===== src/rtl/nxc_pkg.sv =====
package nxc_pkg;

    typedef enum logic [2:0] {
        NXC_IDLE  = 3'd0,
        NXC_RUN   = 3'd1,
        NXC_DONE  = 3'd2,
        NXC_ABORT = 3'd3,
        NXC_BAD   = 3'd4
    } nxc_state_e;

endpackage


===== src/rtl/nxc_decode.sv =====
module nxc_decode #(
    parameter int W = 8
) (
    input  logic [W-1:0] raw_i,
    output logic [W:0]   val_o
);
    always_comb begin
        if (raw_i == '0) val_o = {1'b1, {W{1'b0}}};
        else             val_o = {1'b0, raw_i};
    end
endmodule


===== src/rtl/nxc_step.sv =====
module nxc_step #(
    parameter int IW = 8,
    parameter int OW = 16
) (
    input  logic [IW-1:0] iin_i,
    input  logic [IW-1:0] irm_i,
    input  logic [OW-1:0] orm_i,
    output logic [IW-1:0] irm_nx_o,
    output logic [OW-1:0] orm_nx_o,
    output logic          fin_o
);
    logic inner_end;

    always_comb begin
        inner_end = (irm_i == IW'(1));
        fin_o     = inner_end && (orm_i == OW'(1));
        if (inner_end) begin
            irm_nx_o = iin_i;
            orm_nx_o = orm_i - OW'(1);
        end else begin
            irm_nx_o = irm_i - IW'(1);
            orm_nx_o = orm_i;
        end
    end
endmodule


===== src/rtl/nested_xfer_counter.sv =====
module nested_xfer_counter
    import nxc_pkg::*;
#(
    parameter int INNER_W = 8,
    parameter int OUTER_W = 16
) (
    input  logic                           clk,
    input  logic                           rst,
    input  logic                           load_i,
    input  logic [OUTER_W+2*INNER_W-1:0]   desc_word_i,
    input  logic                           reload_en_i,
    input  logic [OUTER_W+2*INNER_W-1:0]   reload_word_i,
    input  logic                           step_i,
    input  logic                           err_i,
    output logic [OUTER_W+2*INNER_W-1:0]   desc_word_o,
    output logic                           last_o,
    output logic                           done_o,
    output logic                           aborted_o,
    output logic                           open_err_o
);
    localparam int WORD_W = OUTER_W + 2 * INNER_W;
    localparam int IRM_LO = INNER_W;
    localparam int ORM_LO = 2 * INNER_W;

    typedef struct packed {
        nxc_state_e          state;
        logic [INNER_W-1:0]  iin;
        logic [INNER_W-1:0]  irm;
        logic [OUTER_W-1:0]  orm;
        logic                reload_en;
        logic [WORD_W-1:0]   reload_word;
    } cnt_st_t;

    cnt_st_t st_d, st_q;

    // field views of the incoming word
    logic [INNER_W-1:0] ld_iin, ld_irm;
    logic [OUTER_W-1:0] ld_orm;
    assign ld_iin = desc_word_i[INNER_W-1:0];
    assign ld_irm = desc_word_i[ORM_LO-1:IRM_LO];
    assign ld_orm = desc_word_i[WORD_W-1:ORM_LO];

    // consistency check on decoded values
    logic [INNER_W:0] ld_iin_val, ld_irm_val;
    nxc_decode #(.W(INNER_W)) u_dec_iin (.raw_i(ld_iin), .val_o(ld_iin_val));
    nxc_decode #(.W(INNER_W)) u_dec_irm (.raw_i(ld_irm), .val_o(ld_irm_val));
    logic ld_bad;
    assign ld_bad = ld_irm_val > ld_iin_val;

    // count arithmetic
    logic [INNER_W-1:0] irm_nx;
    logic [OUTER_W-1:0] orm_nx;
    logic               fin;
    nxc_step #(.IW(INNER_W), .OW(OUTER_W)) u_step (
        .iin_i    (st_q.iin),
        .irm_i    (st_q.irm),
        .orm_i    (st_q.orm),
        .irm_nx_o (irm_nx),
        .orm_nx_o (orm_nx),
        .fin_o    (fin)
    );

    logic running, take_step;
    assign running   = (st_q.state == NXC_RUN);
    assign take_step = running && step_i && !err_i && !load_i;

    always_comb begin
        st_d = st_q;
        if (load_i) begin
            st_d.iin         = ld_iin;
            st_d.irm         = ld_irm;
            st_d.orm         = ld_orm;
            st_d.reload_en   = reload_en_i;
            st_d.reload_word = reload_word_i;
            st_d.state       = ld_bad ? NXC_BAD : NXC_RUN;
        end else if (running && err_i) begin
            st_d.state = NXC_ABORT;
        end else if (take_step) begin
            if (fin) begin
                st_d.state = NXC_DONE;
                if (st_q.reload_en) begin
                    st_d.iin = st_q.reload_word[INNER_W-1:0];
                    st_d.irm = st_q.reload_word[ORM_LO-1:IRM_LO];
                    st_d.orm = st_q.reload_word[WORD_W-1:ORM_LO];
                end
            end else begin
                st_d.irm = irm_nx;
                st_d.orm = orm_nx;
            end
        end
    end

    always_ff @(posedge clk) begin
        if (rst) st_q <= '0;
        else     st_q <= st_d;
    end

    assign desc_word_o = {st_q.orm, st_q.irm, st_q.iin};
    assign last_o      = take_step && fin;
    assign done_o      = (st_q.state == NXC_DONE) || (st_q.state == NXC_ABORT);
    assign aborted_o   = (st_q.state == NXC_ABORT);
    assign open_err_o  = (st_q.state == NXC_BAD);

    // final step leads to done
    a_r5_last_sets_done: assert property (@(posedge clk) disable iff (rst)
        last_o |=> done_o && !aborted_o);
    // done state frozen until a load
    a_r9_done_frozen: assert property (@(posedge clk) disable iff (rst)
        (done_o && !load_i) |=> done_o && $stable(desc_word_o));
    // error freezes the word
    a_r7_err_freeze: assert property (@(posedge clk) disable iff (rst)
        (running && err_i && !load_i) |=> aborted_o && $stable(desc_word_o));
    // load wins and shows the loaded word
    a_r10_load_wins: assert property (@(posedge clk) disable iff (rst)
        load_i |=> !done_o && desc_word_o == $past(desc_word_i));
    // refused descriptor never counts
    a_r8_no_count: assert property (@(posedge clk) disable iff (rst)
        open_err_o |-> !last_o);
    // inner wrap restores start value
    a_r3_wrap: assert property (@(posedge clk) disable iff (rst)
        (take_step && st_q.irm == INNER_W'(1) && st_q.orm != OUTER_W'(1))
        |=> st_q.irm == $past(st_q.iin) && st_q.orm == $past(st_q.orm) - OUTER_W'(1));
    // plain inner decrement
    a_r2_dec: assert property (@(posedge clk) disable iff (rst)
        (take_step && st_q.irm != INNER_W'(1))
        |=> st_q.irm == $past(st_q.irm) - INNER_W'(1) && $stable(st_q.orm));
endmodule


===== config.mk =====
export PLATFORM = sky130hd
export DESIGN_NAME = nested_xfer_counter
export DESIGN_NICKNAME = d
export VERILOG_FILES = /design/src/rtl/nxc_pkg.sv /design/src/rtl/nxc_decode.sv /design/src/rtl/nxc_step.sv /design/src/rtl/nested_xfer_counter.sv
export SDC_FILE = /design/constraint.sdc
export NUM_CORES = 1
export LEC_CHECK = 0
export ABC_AREA = 1
export CORE_MARGIN = 2
export CORE_UTILIZATION = 55
export CTS_BUF_LIST = sky130_fd_sc_hd__clkbuf_16
export DETAILED_ROUTE_END_ITERATION = 12
export DONT_BUFFER_PORTS = 1
export GPL_TIMING_DRIVEN = 0
export PLACE_DENSITY = 0.7
export SKIP_CTS_REPAIR_TIMING = 1
export SKIP_LAST_GASP = 1
export SYNTH_ARGS = -nofsm -noshare
export SYNTH_HDL_FRONTEND = slang
export SYNTH_HIERARCHICAL = 1
export SYNTH_SLANG_ARGS = --single-unit

===== constraint.sdc =====
create_clock -name clk -period 4.7 [get_ports clk]
set_input_delay 0.47 -clock clk [delete_from_list [all_inputs] [get_ports clk]]
set_output_delay 0.47 -clock clk [all_outputs]
set_load 0.01 [all_outputs]

==> results of run 1 <==
-- power breakdown --
part / internal, mW / switching (mW)
logic: 0.130 / 0.207
registers: 0.619 / 0.0407
clock network: 0.403 / 0.249
-- routing by layer --
layer	up-vias	track usage (%)	wire, um
li1	2192	-	-
met1	1984	39.1	5540
met2	161	45.1	5530
met3	21	5.70	950
met4	0	10.4	222
met5	-	0	0
-- per-stage QoR --
stage | hold slack, ns | worst slack, ns
finish | 0.280 | 1.73
global placement | 0.443 | 2.08
global route | 0.290 | 1.52
CTS | 0.279 | 1.72
detailed placement | 0.451 | 2.08
floorplan | 0.434 | 2.49
-- logic make-up (layout without fill, tap and decap cells) --
logic type | after synthesis | after routing | synth area share, %
flip-flops | 68 | 68 | 30.6
buffers and inverters | 136 | 152 | 15.7
AO/OA/AOI/OAI | 134 | 134 | 16.1
adder cells (fa/ha/maj) | 13 | 13 | 3.66
XOR/XNOR | 10 | 10 | 1.97
AND/OR/NAND/NOR | 331 | 331 | 31.9
-- Yosys cell counts --
library cell,instances,share of area [%]
clkbuf_1,29,2.4
dfxtp_1,68,31
nor3_1,3,0.34
inv_1,52,4.4
o21ai_1,12,1.4
ha_1,13,3.7
xnor2_1,5,0.99
a31oi_1,15,2.1
nor2_1,110,9.3
nand2_1,152,13
nand3_1,21,2.4
nand2_2,2,0.28
inv_2,3,0.25
nor2_2,24,3.4
buf_4,36,6.1
xor2_1,5,0.99
nand4_1,10,1.4
a211oi_1,1,0.17
o21ai_2,2,0.39
nor2_4,3,0.76
o21ai_0,70,7.9
nand3_2,1,0.23
nand3b_1,1,0.17
or2_2,1,0.14
inv_4,1,0.14
buf_6,5,1.3
a21oi_4,1,0.37
nand2_4,3,0.76
a21oi_1,31,3.5
o21bai_1,1,0.17
a21o_1,1,0.17
buf_2,10,1.1
-- layout by cell type (no fill, tap or decap), drive strengths merged --
| master | count |
|---|---|
| a21oi | 32 |
| or2 | 1 |
| nand3b | 1 |
| xor2 | 5 |
| clkinv | 2 |
| o21ai | 84 |
| a21o | 1 |
| xnor2 | 5 |
| buf | 51 |
| nand4 | 10 |
| nor2 | 137 |
| nand2 | 157 |
| nand3 | 22 |
| clkinvlp | 2 |
| bufinv | 1 |
| o21bai | 1 |
| clkbuf | 38 |
| ha | 13 |
| inv | 58 |
| dfxtp | 68 |
| nor3 | 3 |
| a211oi | 1 |
| a31oi | 15 |
-- worst max-delay path, cell delays in order, from the launching register on --
cell and delay [ns]:
dfxtp_1 0.43, ha_1 0.20, nand2_1 0.10, nor2_4 0.15
buf_4 0.21, nand4_1 0.11, nor2_1 0.13, buf_2 0.23
buf_2 0.25, nand2_1 0.16, nor2_1 0.21
-- sequential cells by signal, indices dropped and copies added (netlist names) --
name	count
desc_word_o	32
st_q	36
-- worst paths after layout --
check,start,to,cells past startpoint
setup / recovery,desc_word_o[8],last_o,10
hold / removal,reload_word_i[23],st_q[23],2
setup reg to reg,desc_word_o[8],desc_word_o[10],12
hold reg to reg,st_q[12],st_q[12],2
-- layout make-up --
type,count,area (sq um)
Clock inverter,7,60.1
Sequential cell,68,1360
Tap cell,102,128
Inverter,56,213
Clock buffer,9,225
Buffer,80,485
Fill cell,769,2910
Multi-Input combinational cell,488,2390
==> flow_summary.json, run 1 <==
{
  "hp-class": "in -> reg",
  "synth_area_sq_um": 4450,
  "drtIter0Drc": 303,
  "route.detailed.drc": 0,
  "outcome": "finished clean",
  "die_w_um": 93.9,
  "slew_viol_final": 0,
  "setup-tns-final_ns": 0,
  "cts.sinks": 68,
  "overflow": 0,
  "clk_latency_ns": 0.33,
  "nNetsFinal": 786,
  "diodes": 0,
  "dp_cells": 794,
  "period_needed_ns": 2.97,
  "r2r_slack_ns": 2.25,
  "final_hold_viol_count": 0,
  "worstPathMaxFanout": 10,
  "grt_antenna_before_repair": 0,
  "gr-usage-all-layers_pct": 28.7,
  "skew_ns": 0.00581,
  "synth_cells": 692,
  "placed_cell_area_sq_um": 4570,
  "grt_max_degree": 12,
  "max_freq_mhz": 337,
  "yosys_register_bits": 68,
  "die_area_sq_um": 8820,
  "die_h_um": 93.9,
  "required_ns": 4.23,
  "finalCritPeriodShare_pct": 63.2,
  "firstDrtPassIters": 5,
  "relSlewSlack_pct": 66.8,
  "cts-root-buf": "clkbuf_16",
  "avgSynthCellArea_sq_um": 6.42,
  "cts_tree": "done",
  "fin_cells": 810,
  "io_pins": 106,
  "syn2layout_area_growth_pct": 9.29,
  "ctsLongestPathBuffers": 2,
  "final_area_sq_um": 4860,
  "synth_cell_types": 32,
  "total_power_mw": 1.65,
  "grt_pass1_vias": 4113,
  "cp-start-kind": "flop",
  "end_kind": "primary output",
  "setup_viol_count_final": 0,
  "portBuffers": 0,
  "drv_cap": 0,
  "syn-num-nets": 775,
  "wire_per_inst_um": 15.1,
  "gp_congestion": 0.877,
  "core_sq_um": 7770,
  "cts-htree-levels": 3,
  "yosys_warnings": 6,
  "path_class": "reg -> out",
  "layout-drive-gt1-share_pct": 14.7,
  "start_util_pct": 57.2,
  "clkTransAtPathRegs_ns": 0.05,
  "tightest_slew_ns": 0.498,
  "drtAntennaViolNets": 0,
  "final_core_util_pct": 62.5,
  "cts_made_buffers": 9,
  "rows": 32,
  "vdd_drop_max_v": 0.000202,
  "grt_setup_unrepaired": "no",
  "grt_pass1_wl_um": 19900,
  "routed_via_density": 5.38,
  "seq_area_frac_synth_pct": 30.6,
  "power_leakage_nw": 2.18,
  "hpwlAfterDp_um": 9530,
  "finalWirelength_um": 12200,
  "critical_path_arrival_ns": 2.50,
  "p_per_area_nw_per_um2": 339,
  "vias": 4358
}
Power figures use the tool's default switching activity.
==> run 2, diff against run 1 <==
--- a/config.mk
+++ b/config.mk
@@ -12,7 +12,7 @@
 export DETAILED_ROUTE_END_ITERATION = 12
 export DONT_BUFFER_PORTS = 1
 export GPL_TIMING_DRIVEN = 0
-export PLACE_DENSITY = 0.7
+export PLACE_DENSITY = 0.73
 export SKIP_CTS_REPAIR_TIMING = 1
 export SKIP_LAST_GASP = 1
 export SYNTH_ARGS = -nofsm -noshare
==> constraint.sdc (replaced) <==
create_clock -name clk -period 2.7 [get_ports clk]
set_input_delay 0.27 -clock clk [delete_from_list [all_inputs] [get_ports clk]]
set_output_delay 0.27 -clock clk [all_outputs]
set_load 0.01 [all_outputs]
==> flow_summary.json, run 2 (synthesis gave the netlist of run 1 again) <==
{
  "slew_viol_final": 0,
  "cts-root-buf": "clkbuf_16",
  "cts_made_buffers": 9,
  "path_class": "reg -> out",
  "vias": 4342,
  "largest_register_ffs": 36,
  "final_hold_viol_count": 0,
  "layout_common_cells": "nand2_1, nor2_1, o21ai_0",
  "die_h_um": 93.9,
  "worstPathCellList": "inv_1 -> ha_1 -> nand2_1 -> nor2_4 -> buf_6 -> nand4_1 -> nor2_1 -> buf_4 -> buf_4 -> nand2_1 -> nor2_2",
  "r2r_slack_ns": 0.38,
  "critical_path_arrival_ns": 2.27,
  "routed_via_density": 5.36,
  "reg2reg_from": "desc_word_o[9]",
  "power_leakage_nw": 2.18,
  "min_path_cells": 2,
  "clkTransAtPathRegs_ns": 0.06,
  "cp-start-kind": "flop",
  "tightest_slew_ns": 0.477,
  "die_w_um": 93.9,
  "grt_pass1_wl_um": 19300,
  "portBuffers": 0,
  "critPathMaxStageDelay_ns": 0.33,
  "gr-usage-all-layers_pct": 27.8,
  "setup-tns-final_ns": 0,
  "fin_cells": 810,
  "top_register": "st_q",
  "reg2regPathDepth": 13,
  "syn2layout_area_growth_pct": 9.74,
  "grt_max_degree": 13,
  "grt_pass1_vias": 4000,
  "rr_endpoint": "desc_word_o[11]",
  "clk_latency_ns": 0.33,
  "rows": 32,
  "relSlewSlack_pct": 68.2,
  "crit_path_top_delay_cell": "dfxtp_1",
  "die_area_sq_um": 8820,
  "max_freq_mhz": 394,
  "finalCritPeriodShare_pct": 94.0,
  "nNetsFinal": 786,
  "grt_antenna_before_repair": 0,
  "gp_congestion": 0.908,
  "required_ns": 2.43,
  "vdd_drop_max_v": 0.000433,
  "dp_cells": 794,
  "worstHoldStart": "reload_word_i[22]",
  "start_util_pct": 57.2,
  "diodes": 0,
  "p_per_area_nw_per_um2": 594,
  "n_fill_cell": 756,
  "drtAntennaViolNets": 0,
  "cts-htree-levels": 3,
  "io_pins": 106,
  "setup_viol_count_final": 0,
  "period_needed_ns": 2.54,
  "cts.sinks": 68,
  "hpwlAfterDp_um": 9260,
  "core_sq_um": 7770,
  "layout-drive-gt1-share_pct": 15.4,
  "firstDrtPassIters": 5,
  "overflow": 0,
  "cts_tree": "done",
  "grt_setup_unrepaired": "no",
  "skew_ns": 0.00753,
  "worstPathMaxFanout": 10,
  "route.detailed.drc": 0,
  "hp-class": "in -> reg",
  "min_to": "st_q[22]",
  "finalWirelength_um": 12100,
  "drtIter0Drc": 314,
  "ctsLongestPathBuffers": 2,
  "end_kind": "primary output",
  "final_common_cell": "nand2_1",
  "drv_cap": 0,
  "outcome": "finished clean",
  "wire_per_inst_um": 14.9
}
[run 2: changes by cell type in the layout (fill, tap and decap cells not counted), sizes merged]
cell	before	now
clkinv	2	4
inv	58	56
[run 2: layout make-up]
type | instances | area [sq um] | area share, %
clock buffers | 9 | 225 | 4.62
multi-input cells | 488 | 2390 | 49.0
well taps | 102 | 128 | 2.62
inverters | 56 | 213 | 4.36
clock inverters | 7 | 67.6 | 1.38
plain buffers | 80 | 494 | 10.1
flip-flops and latches | 68 | 1360 | 27.9
[run 2: through the flow]
step	hold slack [ns]	total power [mW]	area, sq um	util [%]	setup WS, ns
5_1_grt	0.0903	3.03	4880	62.8	0.0286
6_report	0.0849	2.90	4880	62.8	0.162
2_1_floorplan	0.405	1.62	4450	-	0.691
4_1_cts	0.0807	2.90	4870	62.6	-0.0610
3_5_place_dp	0.419	1.74	4570	58.9	0.296
3_3_place_gp	0.412	1.73	4570	58.9	0.290
[run 2: worst max path at each step]
stage	end	start	slack [ns]
floorplan	last_o	desc_word_o[9]	0.69
global placement	desc_word_o[11]	desc_word_o[8]	0.29
detailed placement	last_o	desc_word_o[8]	0.30
CTS	last_o	desc_word_o[8]	-0.06
global route	last_o	desc_word_o[9]	0.03
finish	last_o	desc_word_o[9]	0.16
[run 2: worst max-delay path: cells and delay by family (launching register included)]
family | cells | cell delay (ns)
AND/OR/NAND/NOR | 6 | 0.81
flip-flops | 1 | 0.33
buffers and inverters | 4 | 0.64
adder cells (fa/ha/maj) | 1 | 0.16
[run 2: report_power, final]
group	leakage (nW)	internal, mW	total [mW]	switching (mW)
Clock	0.139	0.710	1.16	0.453
Sequential	0.564	1.08	1.15	0.0708
Combinational	1.47	0.228	0.588	0.360
Total	2.18	2.01	2.90	0.884
[run 2: routing by layer]
| metal | routed length [um] | up-vias | global-route usage (%) |
|---|---|---|---|
| li1 | - | 2192 | - |
| met1 | 5500 | 1962 | 38.4 |
| met2 | 5550 | 179 | 44.2 |
| met3 | 913 | 9 | 5.38 |
| met4 | 119 | 0 | 7.61 |
| met5 | 0 | - | 0 |
==> run 3, diff against run 2 <==
==> constraint.sdc (replaced) <==
create_clock -name clk -period 2.7 [get_ports clk]
set_input_delay 0.27 -clock clk [delete_from_list [all_inputs] [get_ports clk]]
set_output_delay 0.27 -clock clk [all_outputs]
set_load 0.1 [all_outputs]
==> flow_summary.json, run 3 (synthesis gave the netlist of run 1 again) <==
{
  "outcome": "finished clean",
  "route.detailed.drc": 0,
  "rows": 32,
  "multi_input_area_sq_um": 2420,
  "core_sq_um": 7770,
  "sw_frac_of_total_pct": 35.3,
  "routed_via_density": 5.38,
  "grt_antenna_before_repair": 0,
  "clkTransAtPathRegs_ns": 0.06,
  "critical_path_arrival_ns": 2.35,
  "final_hold_viol_count": 0,
  "portBuffers": 0,
  "gp_congestion": 0.905,
  "drtAntennaViolNets": 0,
  "syn2layout_area_growth_pct": 12.6,
  "wire_per_inst_um": 15.0,
  "reg2regPathDepth": 14,
  "p_per_area_nw_per_um2": 657,
  "start_util_pct": 57.2,
  "cp-start-kind": "flop",
  "power.internal_mw": 2.13,
  "grt_pass1_vias": 4013,
  "startpoint": "desc_word_o[15]",
  "cts_made_buffers": 9,
  "gr-usage-all-layers_pct": 28.3,
  "overflow": 0,
  "cts-root-buf": "clkbuf_16",
  "finalWirelength_um": 12200,
  "hpwlAfterDp_um": 9530,
  "p_clk_share_pct": 38.8,
  "largest_register_ffs": 36,
  "required_ns": 2.43,
  "min_path_cells": 2,
  "tightest_slew_ns": 1.18,
  "relSlewSlack_pct": 21.1,
  "vdd_drop_max_v": 0.000422,
  "cts_tree": "done",
  "reg2reg_from": "desc_word_o[15]",
  "layout-drive-gt1-share_pct": 17.3,
  "rr_endpoint": "desc_word_o[14]",
  "p_switching_mw": 1.16,
  "seq_area_sq_um": 1370,
  "setup_viol_count_final": 0,
  "ctsLongestPathBuffers": 2,
  "firstDrtPassIters": 5,
  "r2r_slack_ns": 0.41,
  "seq_power_share_pct": 35.0,
  "io_pins": 106,
  "die_h_um": 93.9,
  "p_comb_share_pct": 26.2,
  "end_kind": "primary output",
  "worstPathMaxFanout": 10,
  "setup-tns-final_ns": 0,
  "hold_slack_ns": 0.0737,
  "grt_pass1_wl_um": 19500,
  "period_needed_ns": 2.62,
  "cts-htree-levels": 3,
  "power_leakage_nw": 2.24,
  "skew_ns": 0.00613,
  "die_area_sq_um": 8820,
  "grt_max_degree": 14,
  "clk_latency_ns": 0.33,
  "drtIter0Drc": 399,
  "finalCritPeriodShare_pct": 96.9,
  "n_fill_cell": 737,
  "slew_viol_final": 0,
  "top_register": "st_q",
  "final_common_cell": "nand2_1",
  "diodes": 0,
  "hp-class": "in -> reg",
  "layout_common_cells": "nand2_1, nor2_1, o21ai_0",
  "drv_cap": 0,
  "path_class": "reg -> out",
  "nNetsFinal": 791,
  "die_w_um": 93.9,
  "max_freq_mhz": 382,
  "worstSetupEndpoint": "last_o",
  "vias": 4385,
  "cts.sinks": 68
}
==> run 3: power groups by stage <==
| stage | combinational, mW | sequential (mW) | clock [mW] |
|---|---|---|---|
| 6_report | 0.862 | 1.15 | 1.28 |
| 3_5_place_dp | 0.841 | 1.17 | 0 |
| 2_1_floorplan | 0.732 | 1.15 | 0 |
| 4_1_cts | 0.846 | 1.15 | 1.28 |
| 3_3_place_gp | 0.823 | 1.16 | 0 |
| 5_1_grt | 0.935 | 1.16 | 1.33 |
==> run 3: area by class of cell <==
type / instances / area share (%)
Buffer: 80 / 10.1
Clock buffer: 9 / 4.50
Clock inverter: 7 / 1.95
Inverter: 56 / 4.25
Multi-Input combinational cell: 488 / 48.5
Sequential cell: 68 / 27.3
Tap cell: 102 / 2.55
Timing Repair Buffer: 5 / 0.900
==> run 3: metrics by stage <==
stage / setup slack [ns] / area (sq um) / total power, mW / cells / util [%]
6_report: 0.0825 / 5000 / 3.29 / 815 / 64.4
5_1_grt: -0.00423 / 5000 / 3.43 / 815 / 64.4
4_1_cts: -0.727 / 4920 / 3.27 / 811 / 63.4
3_5_place_dp: -0.360 / 4600 / 2.01 / 795 / 59.2
3_3_place_gp: -0.359 / 4580 / 1.99 / 794 / 58.9
2_1_floorplan: 0.0144 / 4450 / 1.88 / 692 / -
==> run 3: how the worst min path moves through the flow <==
stage | from | endpoint | slack [ns]
6_report | reload_word_i[24] | st_q[24] | 0.07
5_1_grt | reload_word_i[24] | st_q[24] | 0.08
4_1_cts | reload_word_i[24] | st_q[24] | 0.07
3_5_place_dp | reload_word_i[24] | st_q[24] | 0.42
3_3_place_gp | reload_word_i[24] | st_q[24] | 0.41
2_1_floorplan | reload_word_i[20] | st_q[20] | 0.40
==> run 3: metal layers <==
metal  up-vias  track usage [%]  part of all wire (%)
met5         -                0                     0
met3        17             7.30                   8.0
met2       191             44.9                    47
met4         0             7.00                   1.1
li1       2201                -                     -
met1      1976             38.3                    44
==> run 3: worst max-delay path: stages, from the launching register on <==
cell and delay (ns):
dfxtp_1 0.37, nor2_1 0.19, nand2_2 0.10, nor2_4 0.11, buf_6 0.10, nand4_1 0.09
nor2_2 0.20, buf_6 0.14, buf_8 0.13, nand2_4 0.07, nor2_4 0.51
